--- src/rtl/csr_bank_pkg.sv ---
package csr_bank_pkg;
  localparam int unsigned DW   = 8;
  localparam int unsigned AW   = 8;
  localparam int unsigned NREG = 6;

  localparam int unsigned IDX_CTRL_A = 0;
  localparam int unsigned IDX_CTRL_B = 1;
  localparam int unsigned IDX_CTRL_C = 2;
  localparam int unsigned IDX_LATCH  = 3;
  localparam int unsigned IDX_FALL   = 4;
  localparam int unsigned IDX_RISE   = 5;

  // set address of each register; clear address is set address | 1
  localparam logic [AW-1:0] SET_ADDR [NREG] = '{8'h04, 8'h06, 8'h12, 8'h0A, 8'h0C, 8'h0E};
  localparam logic [AW-1:0] ADDR_SRC = 8'h08;
  localparam logic [AW-1:0] ADDR_ID_LAST = 8'h03;
endpackage

--- src/rtl/status_sync.sv ---
module status_sync #(
  parameter int unsigned W      = 8,
  parameter int unsigned STAGES = 2
) (
  input  logic         clk_i,
  input  logic         rst_ni,
  input  logic [W-1:0] d_i,
  output logic [W-1:0] q_o
);
  logic [W-1:0] stage_q [STAGES];

  for (genvar s = 0; s < STAGES; s++) begin : g_stage
    if (s == 0) begin : g_first
      always_ff @(posedge clk_i or negedge rst_ni) begin
        if (!rst_ni) stage_q[s] <= '0;
        else         stage_q[s] <= d_i;
      end
    end else begin : g_next
      always_ff @(posedge clk_i or negedge rst_ni) begin
        if (!rst_ni) stage_q[s] <= '0;
        else         stage_q[s] <= stage_q[s-1];
      end
    end
  end

  assign q_o = stage_q[STAGES-1];
endmodule

--- src/rtl/edge_capture.sv ---
module edge_capture #(
  parameter int unsigned W = 8
) (
  input  logic         clk_i,
  input  logic         rst_ni,
  input  logic [W-1:0] src_i,
  input  logic [W-1:0] rise_en_i,
  input  logic [W-1:0] fall_en_i,
  output logic [W-1:0] event_o
);
  logic [W-1:0] prev_q;
  logic [W-1:0] rise, fall;

  always_ff @(posedge clk_i or negedge rst_ni) begin
    if (!rst_ni) prev_q <= '0;
    else         prev_q <= src_i;
  end

  assign rise    = src_i & ~prev_q;
  assign fall    = ~src_i & prev_q;
  assign event_o = (rise & rise_en_i) | (fall & fall_en_i);

  // no captured edge on a bit whose source held its value
  p_event_needs_change_r9: assert property (@(posedge clk_i) disable iff (!rst_ni)
    (event_o & ~(src_i ^ prev_q)) == '0);
endmodule

--- src/rtl/setclr_reg.sv ---
module setclr_reg #(
  parameter int unsigned W = 8
) (
  input  logic         clk_i,
  input  logic         rst_ni,
  input  logic         set_we_i,
  input  logic         clr_we_i,
  input  logic [W-1:0] wdata_i,
  input  logic [W-1:0] hw_set_i,
  output logic [W-1:0] q_o
);
  logic [W-1:0] set_m, clr_m, q_d;

  assign set_m = set_we_i ? wdata_i : '0;
  assign clr_m = clr_we_i ? wdata_i : '0;
  // hardware set overrides a software clear in the same cycle
  assign q_d   = ((q_o | set_m) & ~clr_m) | hw_set_i;

  always_ff @(posedge clk_i or negedge rst_ni) begin
    if (!rst_ni) q_o <= '0;
    else         q_o <= q_d;
  end

  p_set_ones_r1: assert property (@(posedge clk_i) disable iff (!rst_ni)
    set_we_i |=> (q_o & $past(wdata_i)) == $past(wdata_i));

  p_clr_ones_r2: assert property (@(posedge clk_i) disable iff (!rst_ni)
    clr_we_i |=> (q_o & $past(wdata_i & ~hw_set_i)) == '0);

  p_hw_wins_r10: assert property (@(posedge clk_i) disable iff (!rst_ni)
    (hw_set_i != '0) |=> (q_o & $past(hw_set_i)) == $past(hw_set_i));
endmodule

--- src/rtl/irq_csr_bank.sv ---
module irq_csr_bank
  import csr_bank_pkg::*;
#(
  parameter int unsigned        SYNC_STAGES = 2,
  parameter logic [2*DW-1:0]    VENDOR_ID   = 16'h0483,
  parameter logic [2*DW-1:0]    PRODUCT_ID  = 16'hA0C4
) (
  input  logic          clk_i,
  input  logic          rst_ni,
  input  logic [AW-1:0] addr_i,
  input  logic [DW-1:0] wdata_i,
  input  logic          wr_en_i,
  input  logic [DW-1:0] status_i,
  output logic [DW-1:0] rdata_o,
  output logic          irq_o
);
  logic [NREG-1:0][DW-1:0] reg_q;
  logic [NREG-1:0]         set_we, clr_we, pair_hit;
  logic [DW-1:0]           src_sync, edge_ev;

  status_sync #(.W(DW), .STAGES(SYNC_STAGES)) u_sync (
    .clk_i, .rst_ni, .d_i(status_i), .q_o(src_sync)
  );

  edge_capture #(.W(DW)) u_edge (
    .clk_i, .rst_ni,
    .src_i    (src_sync),
    .rise_en_i(reg_q[IDX_RISE]),
    .fall_en_i(reg_q[IDX_FALL]),
    .event_o  (edge_ev)
  );

  for (genvar i = 0; i < NREG; i++) begin : g_reg
    assign pair_hit[i] = (addr_i[AW-1:1] == SET_ADDR[i][AW-1:1]);
    assign set_we[i]   = wr_en_i && pair_hit[i] && !addr_i[0];
    assign clr_we[i]   = wr_en_i && pair_hit[i] &&  addr_i[0];

    setclr_reg #(.W(DW)) u_reg (
      .clk_i, .rst_ni,
      .set_we_i(set_we[i]),
      .clr_we_i(clr_we[i]),
      .wdata_i,
      .hw_set_i((i == IDX_LATCH) ? edge_ev : '0),
      .q_o     (reg_q[i])
    );
  end

  always_comb begin
    rdata_o = '0;
    if (addr_i <= ADDR_ID_LAST) begin
      case (addr_i[1:0])
        2'd0:    rdata_o = VENDOR_ID[DW-1:0];
        2'd1:    rdata_o = VENDOR_ID[2*DW-1:DW];
        2'd2:    rdata_o = PRODUCT_ID[DW-1:0];
        default: rdata_o = PRODUCT_ID[2*DW-1:DW];
      endcase
    end else if (addr_i == ADDR_SRC) begin
      rdata_o = src_sync;
    end else begin
      for (int i = 0; i < NREG; i++)
        if (pair_hit[i]) rdata_o = reg_q[i];
    end
  end

  assign irq_o = |reg_q[IDX_LATCH];

  p_stray_write_ignored_r12: assert property (@(posedge clk_i) disable iff (!rst_ni)
    (wr_en_i && pair_hit == '0) |=> $stable(reg_q[2:0]) && $stable(reg_q[5:4]));

  p_irq_drops_after_full_clear_r11: assert property (@(posedge clk_i) disable iff (!rst_ni)
    (clr_we[IDX_LATCH] && (wdata_i | ~reg_q[IDX_LATCH]) == '1 && edge_ev == '0) |=> !irq_o);
endmodule

--- config.mk ---
export PLATFORM = sky130hd
export DESIGN_NAME = irq_csr_bank
export DESIGN_NICKNAME = d
export VERILOG_FILES = /design/src/rtl/csr_bank_pkg.sv /design/src/rtl/status_sync.sv /design/src/rtl/edge_capture.sv /design/src/rtl/setclr_reg.sv /design/src/rtl/irq_csr_bank.sv
export SDC_FILE = /design/constraint.sdc
export NUM_CORES = 1
export LEC_CHECK = 0
export BUFFER_PORTS_ARGS = -buffer_cell sky130_fd_sc_hd__buf_2
export CAP_MARGIN = 0
export CORE_UTILIZATION = 54
export DETAILED_ROUTE_END_ITERATION = 10
export GPL_TIMING_DRIVEN = 0
export PLACE_DENSITY = 0.76
export SLEW_MARGIN = 5
export SYNTH_ARGS = -nofsm -noshare
export SYNTH_HDL_FRONTEND = slang
export SYNTH_HIERARCHICAL = 1
export SYNTH_SLANG_ARGS = --single-unit
--- constraint.sdc ---
create_clock -name clk_i -period 3.6 [get_ports clk_i]
set_clock_uncertainty 0.1 [all_clocks]
set_input_delay 1.08 -clock clk_i [delete_from_list [all_inputs] [get_ports clk_i]]
set_output_delay 1.08 -clock clk_i [all_outputs]
set_load 0.02 [all_outputs]
==> results.cfg, run 1 <==
[clock_network]
tritoncts.num_buffers = 9
worst_skew_pair.late_latency_ps = 360
clk_path_buf_depth = 2
cts.sink_count = 72
ctsRootBufferMaster = sky130_fd_sc_hd__clkbuf_8
h_tree_levels = 3
tritoncts = built
cts.clk_slew.worst_paths_ps = 70

[yosys]
synth-seq-area-share_pct = 46.2
async_reset_ff_share_pct = 100
syn_area_sq_um = 3900
synth.cells.most_frequent = sky130_fd_sc_hd__dfrtp_1, sky130_fd_sc_hd__inv_1, sky130_fd_sc_hd__a31oi_1
syn-instance-count = 401
synth-edff-count = 0
ys_dominant_reg_cell = sky130_fd_sc_hd__dfrtp_1
synthesis.area_per_instance_sq_um = 9.73
yosysTopAreaCellShare_pct = 46.2
yosysWarningCount = 6
ys_ff_latch = 72
yosysMostFrequentCell = sky130_fd_sc_hd__dfrtp_1
netlist-cell-type-count = 48
synth_top_cell_by_area = sky130_fd_sc_hd__dfrtp_1
synthTopCellsByArea = sky130_fd_sc_hd__dfrtp_1, sky130_fd_sc_hd__a211oi_1, sky130_fd_sc_hd__a31oi_1

[timing]
min_period_ps = 3790
rsz_0062_raised_after_global_routing = yes
max-slew-margin-rel_pct = 61.0
timing_max_transition_violations_final = 0
final_hold_vio_count = 0
worst_slew_pin_slew_ps = 585
period_share_pct = 105
timing_limited_maximum_frequency_mhz = 264
final.setup.worst_slack_ps = -193
final-setup-viol-count = 8

[worst_setup_path]
critical_path_arrival_ps = 2610
cpMaxStageDelayCell = sky130_fd_sc_hd__or3_4
cpLargestDelayFamily = simple AND/OR/NAND/NOR gates
start_to_end_type_of_the_worst_setup_path = in -> out
startpoint_type = primary input
timing.critical_path.cells = buf_8 > or3_4 > or3_4 > o22a_1 > o211ai_1 > buf_4
reg2reg_setup_slack_ps = 2440
worst-endpoint-required_ps = 2420
cp_common_cell = sky130_fd_sc_hd__or3_4
worst_r2r_startpoint = u_sync/q_o[0]
reg2reg_to = g_reg[3].u_reg/q_o[0]
end_kind = output pin
crit_cells = 6
critical_path_startpoint = addr_i[7]
r2r.worst_path.cells = 5
critical_path.max_stage_delay_ps = 410
worstSetupEndpoint = rdata_o[6]
worst-path-buf-inv = 2
critPathMaxFanout = 5

[die]
initial_core_util_pct = 56.8
fp.dieW_um = 87.0
top_level_port_count = 36
die_area_sq_um = 7570
chipHeight_um = 87.0
rows = 30
fp.coreArea_sq_um = 6870

[status]
failed_checks = setup timing
run_status = complete, but fails checks

[global_route]
grt_max_degree = 40
globalRoute.totalOverflow = 0
first_pass_grt_wire_length_mm = 17.6
first_global_vias = 3460
grt_antenna_before_repair = 0
grt_usage_pct = 31.7

[route]
vias_per_cell = 5.67
route.antenna.remaining_nets = 0
dr_total_vias = 3636
detailedRoute.firstIterationViolations = 378
drt-total-wl_mm = 11.2
remaining_drc_errors = 0
detail_route.wl_per_cell_um = 17.4
drt_pass1_iterations = 5

[place]
routabilityCongestion = 0.930
port_buffer_cells = 35
hpwl_after_detailed_placement_mm = 7.36
setup_slack_after_placement_ps = -570

[final_layout]
antenna_cells = 0
layout.nets = 571
final_layout_size_suffix_gt1_share_pct = 24.2
fill_cells = 517
synthToLayoutAreaGrowth_pct = 31.3

[pwr]
peakVddDrop_uv = 249
power.leakage_nw = 1.92
totalPowerFinal_mw = 1.70
powerDensity_nw_per_um2 = 332

[flow_run]
max_cap_violations = 0

[worst_hold_path]
hp-class = reg -> reg
what timing repair did:
action                                  in CTS  in global routing
endpoints found under the setup margin       8                  8
setup buffers                               14                  0
pin swaps                                   17                 12
gates resized for setup                     55                 17
gates cloned                                 1                  0
hold buffers                                 0                  0
flip-flops by register name (all words and copies together) (netlist names):
| register | flops |
|---|---|
| g.u_reg/q_o | 48 |
| u_edge/prev_q | 8 |
| u_sync/stage_q | 8 |
| u_sync/q_o | 8 |
cells by family (layout without fill, tap and decap cells):
family          after synthesis  in the layout  share of synthesized area, %
flops                        72             72                          46.2
other cells                   1             80                        0.0962
simple gates                 79             80                          11.2
compound gates              148            148                          27.7
mux                          13             13                          3.37
buf+inv                      84            148                          10.1
fa+ha+maj                     4              4                          1.28
per-layer routing:
layer / wire length [um] / global-route usage [%]
met1: 4540 / 40.5
met2: 5440 / 51.0
met3: 737 / 6.16
met4: 461 / 16.5
met5: 0 / 0
cells in the final DEF (no fill, tap or decap), types with 5 or more instances in the layout:
master                     instances
sky130_fd_sc_hd__o21ai_2          10
sky130_fd_sc_hd__buf_6            14
sky130_fd_sc_hd__nor2_1           11
sky130_fd_sc_hd__a211oi_1         42
sky130_fd_sc_hd__nand2_1          19
sky130_fd_sc_hd__o211ai_1          5
sky130_fd_sc_hd__conb_1           80
sky130_fd_sc_hd__a31oi_1          48
sky130_fd_sc_hd__nand2b_1          7
sky130_fd_sc_hd__buf_2            23
sky130_fd_sc_hd__buf_8             5
sky130_fd_sc_hd__a211oi_2          6
sky130_fd_sc_hd__buf_4            27
sky130_fd_sc_hd__dfrtp_1          72
sky130_fd_sc_hd__mux2i_1          12
sky130_fd_sc_hd__inv_1            50
sky130_fd_sc_hd__clkbuf_8          9
sky130_fd_sc_hd__buf_1             6
sky130_fd_sc_hd__a21oi_1           7
sky130_fd_sc_hd__nand3b_1         10
power breakdown:
part	internal (mW)	leakage (nW)	switching, mW	total [mW]
sequential	0.822	0.700	0.00649	0.829
clock	0.325	0.0925	0.337	0.663
combinational	0.0765	1.13	0.131	0.208
worst min path at each step:
stage | start | to | slack (ps) | depth (start not counted)
2_1_floorplan | u_sync/stage_q[8] | u_sync/q_o[0] | 230 | 0
3_3_place_gp | u_sync/stage_q[11] | u_sync/q_o[3] | 230 | 0
3_5_place_dp | u_sync/stage_q[13] | u_sync/q_o[5] | 240 | 0
4_1_cts | u_sync/stage_q[8] | u_sync/q_o[0] | 260 | 0
5_1_grt | u_sync/stage_q[8] | u_sync/q_o[0] | 260 | 0
6_report | u_sync/stage_q[9] | u_sync/q_o[1] | 260 | 0
per-stage QoR:
| step | TNS [ps] | area (sq um) | util [%] | std cells | hold slack, ps |
|---|---|---|---|---|---|
| after floorplan | -126 | 4250 | - | 480 | 231 |
| after global placement | -3640 | 4540 | 66.1 | 611 | 232 |
| after detailed placement | -3710 | 4560 | 66.4 | 612 | 241 |
| after CTS | -1060 | 5060 | 73.7 | 641 | 260 |
| after global routing | -1200 | 5120 | 74.6 | 641 | 263 |
| final | -981 | 5120 | 74.6 | 641 | 256 |
area by class of cell:
| class | count | area [sq um] | share of cell area (%) |
|---|---|---|---|
| Buffer | 30 | 233 | 4.54 |
| Clock buffer | 9 | 124 | 2.42 |
| Clock inverter | 7 | 78.8 | 1.54 |
| Inverter | 52 | 195 | 3.81 |
| Multi-Input combinational cell | 325 | 2180 | 42.7 |
| Sequential cell | 72 | 1800 | 35.2 |
| Tap cell | 96 | 120 | 2.35 |
| Timing Repair Buffer | 50 | 384 | 7.50 |
Note: power is estimated with default switching activity, not from simulation.
==> run 2, diff against run 1 <==
--- a/config.mk
+++ b/config.mk
@@ -7,10 +7,11 @@
 export LEC_CHECK = 0
 export BUFFER_PORTS_ARGS = -buffer_cell sky130_fd_sc_hd__buf_2
 export CAP_MARGIN = 0
-export CORE_UTILIZATION = 54
+export CORE_UTILIZATION = 56
+export CTS_BUF_LIST = sky130_fd_sc_hd__clkbuf_8
 export DETAILED_ROUTE_END_ITERATION = 10
 export GPL_TIMING_DRIVEN = 0
-export PLACE_DENSITY = 0.76
+export PLACE_DENSITY = 0.79
 export SLEW_MARGIN = 5
 export SYNTH_ARGS = -nofsm -noshare
 export SYNTH_HDL_FRONTEND = slang
==> results.cfg, run 2 (same netlist as run 1, synthesis figures left out) <==
[route]
remaining_drc_errors = 0
drt-total-wl_mm = 11.5
route.antenna.remaining_nets = 0
drt_pass1_iterations = 8
detailedRoute.firstIterationViolations = 421
detail_route.wl_per_cell_um = 18.4
vias_per_cell = 5.84
dr_total_vias = 3668

[timing]
rsz_0062_raised_after_global_routing = yes
final_hold_vio_count = 0
whs_ps = 252
timing_limited_maximum_frequency_mhz = 262
worst_slew_pin_slew_ps = 588
min_period_ps = 3820
period_share_pct = 106
fin_setup_tns_ps = -1340
timing_max_transition_violations_final = 0
final-setup-viol-count = 8
final.setup.worst_slack_ps = -216
max-slew-margin-rel_pct = 60.8

[final_layout]
final_layout_size_suffix_gt1_share_pct = 25.0
synthToLayoutAreaGrowth_pct = 32.6
antenna_cells = 0
area.sequential_sq_um = 1800
layout_common_cells = sky130_fd_sc_hd__conb_1, sky130_fd_sc_hd__dfrtp_1, sky130_fd_sc_hd__inv_1
fill_cells = 446
regMostFlops = g.u_reg/q_o
final_core_util_pct = 76.6
final_common_cell = sky130_fd_sc_hd__conb_1
largest_reg_flops = 48
area_of_the_multi_input_gates_sq_um = 2200
layout.nets = 575

[place]
setup_slack_after_placement_ps = -558
hpwl_after_detailed_placement_mm = 7.14
routabilityCongestion = 0.854
port_buffer_cells = 35

[worst_setup_path]
worst-path-buf-inv = 2
critical_path_arrival_ps = 2640
end_kind = output pin
reg2reg_to = g_reg[3].u_reg/q_o[2]
worst_r2r_startpoint = u_sync/q_o[2]
timing.critical_path.cells = buf_4 > or3_4 > or3_4 > o22a_1 > o211ai_1 > buf_4
reg2reg_setup_slack_ps = 2410
r2r.worst_path.cells = 5
worst-endpoint-required_ps = 2420
cpMaxStageDelayCell = sky130_fd_sc_hd__or3_4
critPathMaxFanout = 5
start_to_end_type_of_the_worst_setup_path = in -> out
critical_path.max_stage_delay_ps = 390
cpLargestDelayFamily = simple AND/OR/NAND/NOR gates
startpoint_type = primary input

[global_route]
globalRoute.totalOverflow = 0
grt_antenna_before_repair = 0
grt_max_degree = 38
grt_usage_pct = 32.6
first_pass_grt_wire_length_mm = 17.7
first_global_vias = 3511

[pwr]
peakVddDrop_uv = 231
powerDensity_nw_per_um2 = 339
totalPowerFinal_mw = 1.75
power.leakage_nw = 1.98

[die]
initial_core_util_pct = 57.7
fp.coreArea_sq_um = 6760
chipHeight_um = 85.5
die_area_sq_um = 7300
rows = 30
top_level_port_count = 36
fp.dieW_um = 85.5

[worst_hold_path]
holdPathEnd = u_sync/q_o[2]
hold_depth = 0
min_from = u_sync/stage_q[10]
hp-class = reg -> reg

[clock_network]
cts.sink_count = 72
worst_skew_pair.late_latency_ps = 360
clk_path_buf_depth = 2
cts.clk_slew.worst_paths_ps = 80
h_tree_levels = 3
tritoncts = built
tritoncts.num_buffers = 9
cts_hold_buf = 0
ctsRootBufferMaster = sky130_fd_sc_hd__clkbuf_8

[status]
run_status = complete, but fails checks
failed_checks = setup timing

[flow_run]
max_cap_violations = 0
## run 2: final cells by class
| cell class | count | share of cell area [%] |
|---|---|---|
| plain buffers | 30 | 4.45 |
| clock buffers | 10 | 2.66 |
| clock inverters | 5 | 1.57 |
| inverters | 52 | 3.77 |
| multi-input cells | 325 | 42.6 |
| flip-flops and latches | 72 | 34.8 |
| well taps | 80 | 1.94 |
| repair buffers | 54 | 8.20 |
## run 2: per-layer routing
metal  share of wire (%)  vias up  GRT usage, %  wire length (um)
met5                   0        -             0                 0
met3                 9.0       53          6.52              1040
li1                    -     1686             -                 -
met4                 4.6        0          21.5               534
met2                  47      224          49.6              5410
met1                  40     1705          42.5              4560
## run 2: where the power goes
group / internal (mW) / switching (mW) / total [mW]
sequential: 0.823 / 0.00617 / 0.829
combinational: 0.0811 / 0.136 / 0.217
clock: 0.405 / 0.302 / 0.707
## run 2: worst register-to-register path, delay by kind of cell, from the launching register on
family	cells	cell delay, ps
buffers and inverters	1	140
and+or+nand+nor	1	160
AOI/OAI and AO/OA	3	330
DFF	1	360
## run 2: per-stage QoR
| stage | instance area (sq um) | cells |
|---|---|---|
| floorplan | 4250 | 480 |
| global placement | 4520 | 595 |
| detailed placement | 4540 | 596 |
| CTS | 4990 | 619 |
| global route | 5170 | 628 |
| finish | 5170 | 628 |
## run 2: worst max path at each step
stage / slack (ps) / endpoint / start / depth (start not counted)
3_5_place_dp: -560 / rdata_o[3] / addr_i[3] / 7
3_3_place_gp: -540 / rdata_o[7] / addr_i[1] / 10
5_1_grt: -260 / rdata_o[6] / addr_i[6] / 6
4_1_cts: -250 / rdata_o[2] / addr_i[5] / 6
2_1_floorplan: -70 / rdata_o[6] / addr_i[4] / 5
6_report: -220 / rdata_o[6] / addr_i[4] / 6
## run 2: what timing repair did
item / in CTS / in global routing
gates resized for setup: 44 / 34
buffers inserted: 9 / 9
gates cloned: 1 / 0
setup endpoints to repair: 8 / 8
pin swaps: 11 / 21
